$ cat src/rtl/uart_route_pkg.sv
package uart_route_pkg;
  localparam int MODEM_W = 4;

  typedef enum logic [1:0] {
    RM_NORMAL = 2'd0,
    RM_LOCAL  = 2'd1,
    RM_REMOTE = 2'd2,
    RM_ECHO   = 2'd3
  } routeMode_e;

  typedef struct packed {
    logic txForceHigh;
    logic txFromRx;
    logic rxFromTx;
    logic rxHoldIdle;
    logic rxEnable;
    logic modemLoop;
  } routeCtl_t;
endpackage

$ cat src/rtl/uart_route_ctrl.sv
module uart_route_ctrl
  import uart_route_pkg::*;
(
  input  logic      clk,
  input  logic      rstN,
  input  logic      modeLocal,
  input  logic      modeRemote,
  input  logic      modeEcho,
  output routeCtl_t ctl
);
  routeMode_e nextMode;
  routeMode_e modeQ;
  logic       pastValid;

  // fixed priority: local, then remote, then echo
  always_comb begin
    if (modeLocal)       nextMode = RM_LOCAL;
    else if (modeRemote) nextMode = RM_REMOTE;
    else if (modeEcho)   nextMode = RM_ECHO;
    else                 nextMode = RM_NORMAL;
  end

  always_ff @(posedge clk or negedge rstN) begin
    if (!rstN) begin
      modeQ     <= RM_NORMAL;
      pastValid <= 1'b0;
    end else begin
      modeQ     <= nextMode;
      pastValid <= 1'b1;
    end
  end

  always_comb begin
    ctl = '{txForceHigh: 1'b0, txFromRx: 1'b0, rxFromTx: 1'b0,
            rxHoldIdle: 1'b0, rxEnable: 1'b1, modemLoop: 1'b0};
    unique case (modeQ)
      RM_LOCAL: begin
        ctl.txForceHigh = 1'b1;
        ctl.rxFromTx    = 1'b1;
        ctl.modemLoop   = 1'b1;
      end
      RM_REMOTE: begin
        ctl.txFromRx   = 1'b1;
        ctl.rxHoldIdle = 1'b1;
        ctl.rxEnable   = 1'b0;
      end
      RM_ECHO: ctl.txFromRx = 1'b1;
      default: ;
    endcase
  end

  // local wins whatever else was requested
  assert_local_wins_R8: assert property (@(posedge clk) disable iff (!rstN)
    (pastValid && $past(modeLocal)) |-> (ctl.txForceHigh && ctl.modemLoop && !ctl.txFromRx));

  // remote beats echo and turns the receiver off
  assert_remote_over_echo_R8: assert property (@(posedge clk) disable iff (!rstN)
    (pastValid && $past(!modeLocal && modeRemote)) |-> (!ctl.rxEnable && ctl.txFromRx));

  // echo keeps the receiver on
  assert_echo_rx_on_R7: assert property (@(posedge clk) disable iff (!rstN)
    (pastValid && $past(!modeLocal && !modeRemote && modeEcho)) |-> (ctl.rxEnable && ctl.txFromRx && !ctl.modemLoop));

  // no request captured means the normal route
  assert_normal_idle_R1: assert property (@(posedge clk) disable iff (!rstN)
    (!pastValid || $past(!modeLocal && !modeRemote && !modeEcho)) |->
      (!ctl.txForceHigh && !ctl.txFromRx && !ctl.rxFromTx && ctl.rxEnable && !ctl.modemLoop));
endmodule

$ cat src/rtl/uart_route_dpath.sv
module uart_route_dpath
  import uart_route_pkg::*;
(
  input  logic               clk,
  input  logic               rstN,
  input  routeCtl_t          ctl,
  input  logic               txShift,
  input  logic               rxPin,
  input  logic [MODEM_W-1:0] modemReq,
  input  logic [MODEM_W-1:0] modemPinIn,
  output logic               txPin,
  output logic               rxSerial,
  output logic               rxEnable,
  output logic [MODEM_W-1:0] modemPinN,
  output logic [MODEM_W-1:0] modemStat
);
  always_comb begin
    if (ctl.txForceHigh)   txPin = 1'b1;
    else if (ctl.txFromRx) txPin = rxPin;
    else                   txPin = txShift;

    if (ctl.rxHoldIdle)    rxSerial = 1'b1;
    else if (ctl.rxFromTx) rxSerial = txShift;
    else                   rxSerial = rxPin;

    rxEnable = ctl.rxEnable;
  end

  for (genvar i = 0; i < MODEM_W; i++) begin : g_modem
    assign modemPinN[i] = ctl.modemLoop ? 1'b1 : ~modemReq[i];
    assign modemStat[i] = ctl.modemLoop ? modemReq[i] : ~modemPinIn[i];
  end

  // pins released while the modem lines loop inside
  assert_pins_released_R5: assert property (@(posedge clk) disable iff (!rstN)
    ctl.modemLoop |-> (&modemPinN && (modemStat == modemReq)));

  // receiver off means line held idle and echoed out
  assert_rx_gate_R6: assert property (@(posedge clk) disable iff (!rstN)
    !rxEnable |-> (rxSerial && (txPin == rxPin)));

  // local loopback keeps the line high
  assert_tx_high_R4: assert property (@(posedge clk) disable iff (!rstN)
    ctl.rxFromTx |-> (txPin && (rxSerial == txShift)));
endmodule

$ cat src/rtl/uart_path_router.sv
module uart_path_router
  import uart_route_pkg::*;
(
  input  logic               clk,
  input  logic               rstN,
  input  logic               modeLocal,
  input  logic               modeRemote,
  input  logic               modeEcho,
  input  logic               txShift,
  input  logic               rxPin,
  input  logic [MODEM_W-1:0] modemReq,
  input  logic [MODEM_W-1:0] modemPinIn,
  output logic               txPin,
  output logic               rxSerial,
  output logic               rxEnable,
  output logic [MODEM_W-1:0] modemPinN,
  output logic [MODEM_W-1:0] modemStat
);
  routeCtl_t ctl;

  uart_route_ctrl u_ctrl (
    .clk(clk), .rstN(rstN),
    .modeLocal(modeLocal), .modeRemote(modeRemote), .modeEcho(modeEcho),
    .ctl(ctl)
  );

  uart_route_dpath u_dpath (
    .clk(clk), .rstN(rstN), .ctl(ctl),
    .txShift(txShift), .rxPin(rxPin),
    .modemReq(modemReq), .modemPinIn(modemPinIn),
    .txPin(txPin), .rxSerial(rxSerial), .rxEnable(rxEnable),
    .modemPinN(modemPinN), .modemStat(modemStat)
  );
endmodule

$ cat config.mk
export PLATFORM = sky130hd
export DESIGN_NAME = uart_path_router
export DESIGN_NICKNAME = d
export VERILOG_FILES = /design/src/rtl/uart_route_pkg.sv /design/src/rtl/uart_route_ctrl.sv /design/src/rtl/uart_route_dpath.sv /design/src/rtl/uart_path_router.sv
export SDC_FILE = /design/constraint.sdc
export NUM_CORES = 1
export LEC_CHECK = 0
export BUFFER_PORTS_ARGS = -buffer_cell sky130_fd_sc_hd__buf_2
export CAP_MARGIN = 20
export CORE_AREA = 2 2 39 41
export CTS_CLUSTER_SIZE = 28
export DETAILED_ROUTE_END_ITERATION = 10
export DIE_AREA = 0 0 41 43
export PLACE_DENSITY_LB_ADDON = 0.08
export SETUP_SLACK_MARGIN = 0.2
export SYNTH_ARGS = -nofsm -noshare
export SYNTH_HDL_FRONTEND = slang
export SYNTH_SLANG_ARGS = --single-unit
$ cat constraint.sdc
create_clock -name clk -period 1 [get_ports clk]
set_input_delay 0.1 -clock clk [delete_from_list [all_inputs] [get_ports clk]]
set_output_delay 0.1 -clock clk [all_outputs]
set_load 0.1 [all_outputs]
# Yosys cells after proc, flatten, opt, wreduce, memory -nomap -nowiden
# Index checks and enable logic that the tools add are counted.
# Widths: inputs -> output; s select.
totals:
  reg_bits: 2
  in_bits: 15
op_classes:
  n_bitwise: 8
  eq_ne: 3
  muxes: 18
  n_reduce_logical: 1
ops:
  columns: ["op", "count"]
  rows:
  - ["$mux 1", 14]
  - ["$mux 2", 4]
  - ["$not 1->1", 8]
  - ["$eq 2x2->1 const B", 2]
  - ["$eq 2x1->1 const B", 1]
  - ["$reduce_or 2->1", 1]

# Depth between registers and ports, before layout
depth:
  word_depth: 5
  mapped_depth: 4

# By module
# Synthesis repeated with hierarchy kept, for this count alone.
hier_totals:
  hier_cells: 30
  hier_area_um2: 232.7
by_module_without_submodules:
  columns: ["mod", "n_inst", "area_each_um2", "seq_area_each_um2", "cells_per_inst"]
  rows:
  - ["uart_route_dpath", 1, 128.9, 0.0, 18]
  - ["uart_route_ctrl", 1, 103.8, 50.0, 12]

# Least setup slack after synthesis
# Ideal clock, no wire load.
synth_timing:
  kind: "reg2out"
  from: "register u_ctrl.modeQ[1]"
  to: "output port rxSerial"
  arrival_time_ns: 2.086
  slack_ns: -1.186
  required_time_ns: 0.900
  stages_incl_launch_ff: 4
  path_cell_list: "dfrtp_1 > buf_6 > mux2i_1 > a21oi_1"
synth_via:
  elab_chain_cells: 4
synth_rtl:
  columns: ["item", "line_no", "source"]
  rows:
  - ["from (decl)", "uart_route_ctrl.sv:12", "routeMode_e modeQ;"]
  - ["from (signal assigned)", "uart_route_ctrl.sv:28", "modeQ <= nextMode;"]
  - ["$eq 2x1->1", "uart_route_ctrl.sv:36", "unique case (modeQ)"]
  - ["$mux 1", "uart_route_ctrl.sv:36", null]
  - ["$mux 1", "uart_route_dpath.sv:23", "else if (ctl.rxFromTx) rxSerial = txShift;"]
  - ["$mux 1 *", "uart_route_dpath.sv:22", "if (ctl.rxHoldIdle) rxSerial = 1'b1;"]
  - ["to (decl)", "uart_path_router.sv:14", "output logic rxSerial,"]
# Every way passes the cells marked *; elsewhere a longest branch is shown, timed or not.

# Final worst setup path
layout_timing:
  from: "register u_ctrl.modeQ[1]"
  to: "output port modemStat[3]"
layout_via:
  elab_chain_cells: 3
layout_rtl:
  columns: ["item", "line_no", "source"]
  rows:
  - ["$eq 2x1->1", "uart_route_ctrl.sv:36", null]
  - ["$mux 1", "uart_route_ctrl.sv:36", null]
  - ["$mux 1", "uart_route_dpath.sv:31", "assign modemStat[i] = ctl.modemLoop ? modemReq[i] : ~modemPinIn[i];"]
  - ["to (decl)", "uart_path_router.sv:17", "output logic [MODEM_W-1:0] modemStat"]
# Every way passes these cells.

==> impl_results.md <==
* Total power at 0.9340 mW
* Worst setup path category: reg2out
* H-tree levels at 1
* Synth Register Bits at 2
* Worst slack on hold paths at 0.04353 ns
* Unrepaired setup endpoints after global routing: true
* Count of distinct cell types in the synthesized netlist at 14
* Count of boundary I/O pins at 26
* Setup Slack @ Placement at -0.1970 ns
* Area growth from synthesis to layout at 191.0%
* Chip Width at 41 µm
* Instance count after placement with tap cells included at 71
* DRT antenna net count at 0
* Slew margin rel. at 75.94%
* Area of all placed cells without fillers at 684.4 µm²
* Share of layout cells above drive strength 1 at 83.33%
* Setup WS post-layout at -0.3897 ns
* Routed via count divided by cell count at 4.171
* Data required, critical path at 0.90 ns
* Number of sinks driven by the clock tree at 2
* Total track usage at 10.53%
* Via count at 317
* Area of the core at 0.001384 mm²
* Max-capacitance violation count at 0
* Synthesized area divided by synthesized cell count at 8.401 µm²
* Critical Path Source: u_ctrl.modeQ[1]
* Non-filler cells, final at 76
* Final hold vios at 0
* Clock tree from TritonCTS: done
* Row Count at 14
* Die Outline Area at 0.001763 mm²
* Fill cell total of the finished layout at 140
* Final WL at 728 µm
* Number of antenna violations at the first check in global routing at 0
* Die height at 43 µm
* Number of buffers created by CTS at 3
* Startpoint type of the worst setup path: flip-flop
* Largest Register: u_ctrl.modeQ
* First-pass DRT Iterations at 2
* Vias in the first global route at 314
* Area of placed instances at 616.8 µm²
* Max clock buf depth at 2
* IR Drop Worst-Case VDD at 0.0007156 V
* Failing checks: negative setup slack
* Number of I/O port buffers at 25
* Clock tree root driver cell: sky130_fd_sc_hd__clkbuf_4
* Post-route minimum period at 1.390 ns
* Nets@finish at 76
* Number of antenna repair diodes at 0
* Number of flip-flops under the largest register name at 2
* Transition at the pin with the smallest max-transition slack at 0.3601 ns
* Signal arrival time at the worst endpoint at 1.29 ns
* Half-perimeter wire length after placement at 644.3 µm
* YS warnings at 0
* PD cells at 1365 mW/mm²
* Iteration-0 DRC Markers at 2
* Gate count after technology mapping at 28
* Multi-input gate area in the final layout at 247.7 µm²
* Leftover overflow at the end of global routing at 0
* Final setup viols at 11
* Post-synthesis cell area at 235.2 µm²
* Wire length of the first global-routing pass at 1207 µm
* Syn nets at 43
* Sequential element share of the synthesized area at 21.28%
* Weighted congestion reported at the end of routability-driven placement at 0.6079
* Setup_tns at -3.813 ns
* Initial core utilization at 17.00%
* Avg WL per Cell at 9.579 µm
* DRC viols at 0
* Max-slew violation total from the final report at 0
* Maximum number of pins on one net before global-route repair at 9
* Sequential cell area at 52.55 µm²
* Clock-pin slew on the worst setup and hold paths at 0.03 ns
* Standby leakage power at 0.3152 nW
* Registers with the most flip-flops: u_ctrl.modeQ (2)
* Source of the worst hold timing path: modeLocal
* Class of the tightest hold or removal check: in2reg
* Maximum net fanout on the critical path at 8
* Run status: finished with violations
* Core occupancy in the finished layout at 49.46%
* CP Capture Type: output port
* Upper clock frequency limit at 719.6 MHz
* Fin crit share at 139.0%
[cell type report]
type,count,area share (%)
clock buffers,4,3.839
inverters,2,1.097
multi-input cells,22,36.20
flip-flops and latches,2,7.678
well taps,16,2.925
repair buffers,30,48.26
[what timing repair did]
action                                  4_1_cts  5_1_grt
endpoints found under the hold margin         2        0
hold buffers                                  1        0
buffers inserted                              0        0
gates resized for setup                       4        2
pin swaps                                     2        1
endpoints found under the setup margin       11       11
[power breakdown]
part           internal (mW)  total (mW)  switching (mW)
combinational          0.234       0.623           0.389
clock                  0.149       0.210          0.0608
sequential            0.0877       0.101          0.0133
total                  0.471       0.934           0.463
[cell usage after synthesis]
cell / instances / share of area [%]
sky130_fd_sc_hd__a21oi_2: 4 / 15
sky130_fd_sc_hd__nand2_1: 4 / 6.4
sky130_fd_sc_hd__a21oi_1: 2 / 4.3
sky130_fd_sc_hd__buf_6: 2 / 9.6
sky130_fd_sc_hd__dfrtp_1: 2 / 21
sky130_fd_sc_hd__inv_1: 2 / 3.2
sky130_fd_sc_hd__nor2_1: 2 / 3.2
sky130_fd_sc_hd__nor3_1: 2 / 4.3
sky130_fd_sc_hd__nor3b_1: 2 / 6.4
sky130_fd_sc_hd__nor3b_2: 2 / 11
sky130_fd_sc_hd__a21o_1: 1 / 3.2
sky130_fd_sc_hd__mux2i_1: 1 / 4.3
sky130_fd_sc_hd__nand2b_1: 1 / 2.7
sky130_fd_sc_hd__nand2b_4: 1 / 5.8
[final timing paths]
| kind | depth (start not counted) | to | slack, ns |
|---|---|---|---|
| min in group asynchronous | 2 | u_ctrl.modeQ[0] | 0.17 |
| max in group asynchronous | 2 | u_ctrl.modeQ[1] | 0.72 |
| max | 3 | modemStat[3] | -0.39 |
| min | 2 | u_ctrl.modeQ[1] | 0.04 |
[routing by layer]
| layer | global-route usage [%] | wire length [µm] | share of wire (%) |
|---|---|---|---|
| met1 | 9.936 | 218 | 30 |
| met2 | 16.25 | 414 | 57 |
| met5 | 0 | 0 | 0 |
| met3 | 3.665 | 95 | 13 |
| met4 | 10.00 | 0 | 0 |
[cell families after synthesis]
kind of cell,count (synthesis),synth area share (%)
AOI/OAI and AO/OA,7,22.34
buffers and inverters,4,12.77
DFF,2,21.28
muxes,1,4.255
and+or+nand+nor,14,39.36
[cell usage in the layout, fill, tap and decap left out, drive strengths merged]
cell          n
mux2i         1
nand2         4
nor2          2
inv           2
nor3b         4
dfrtp         2
dlygate4sd3   1
clkbuf        4
nand2b        2
a21o          1
buf          29
nor3          2
a21oi         6
[critical path: stages (launching register included)]
cell and delay [ns]:
sky130_fd_sc_hd__dfrtp_2 0.45, sky130_fd_sc_hd__nand2b_4 0.24, sky130_fd_sc_hd__a21oi_4 0.17, sky130_fd_sc_hd__buf_12 0.19
Power figures use the tool's default switching activity.
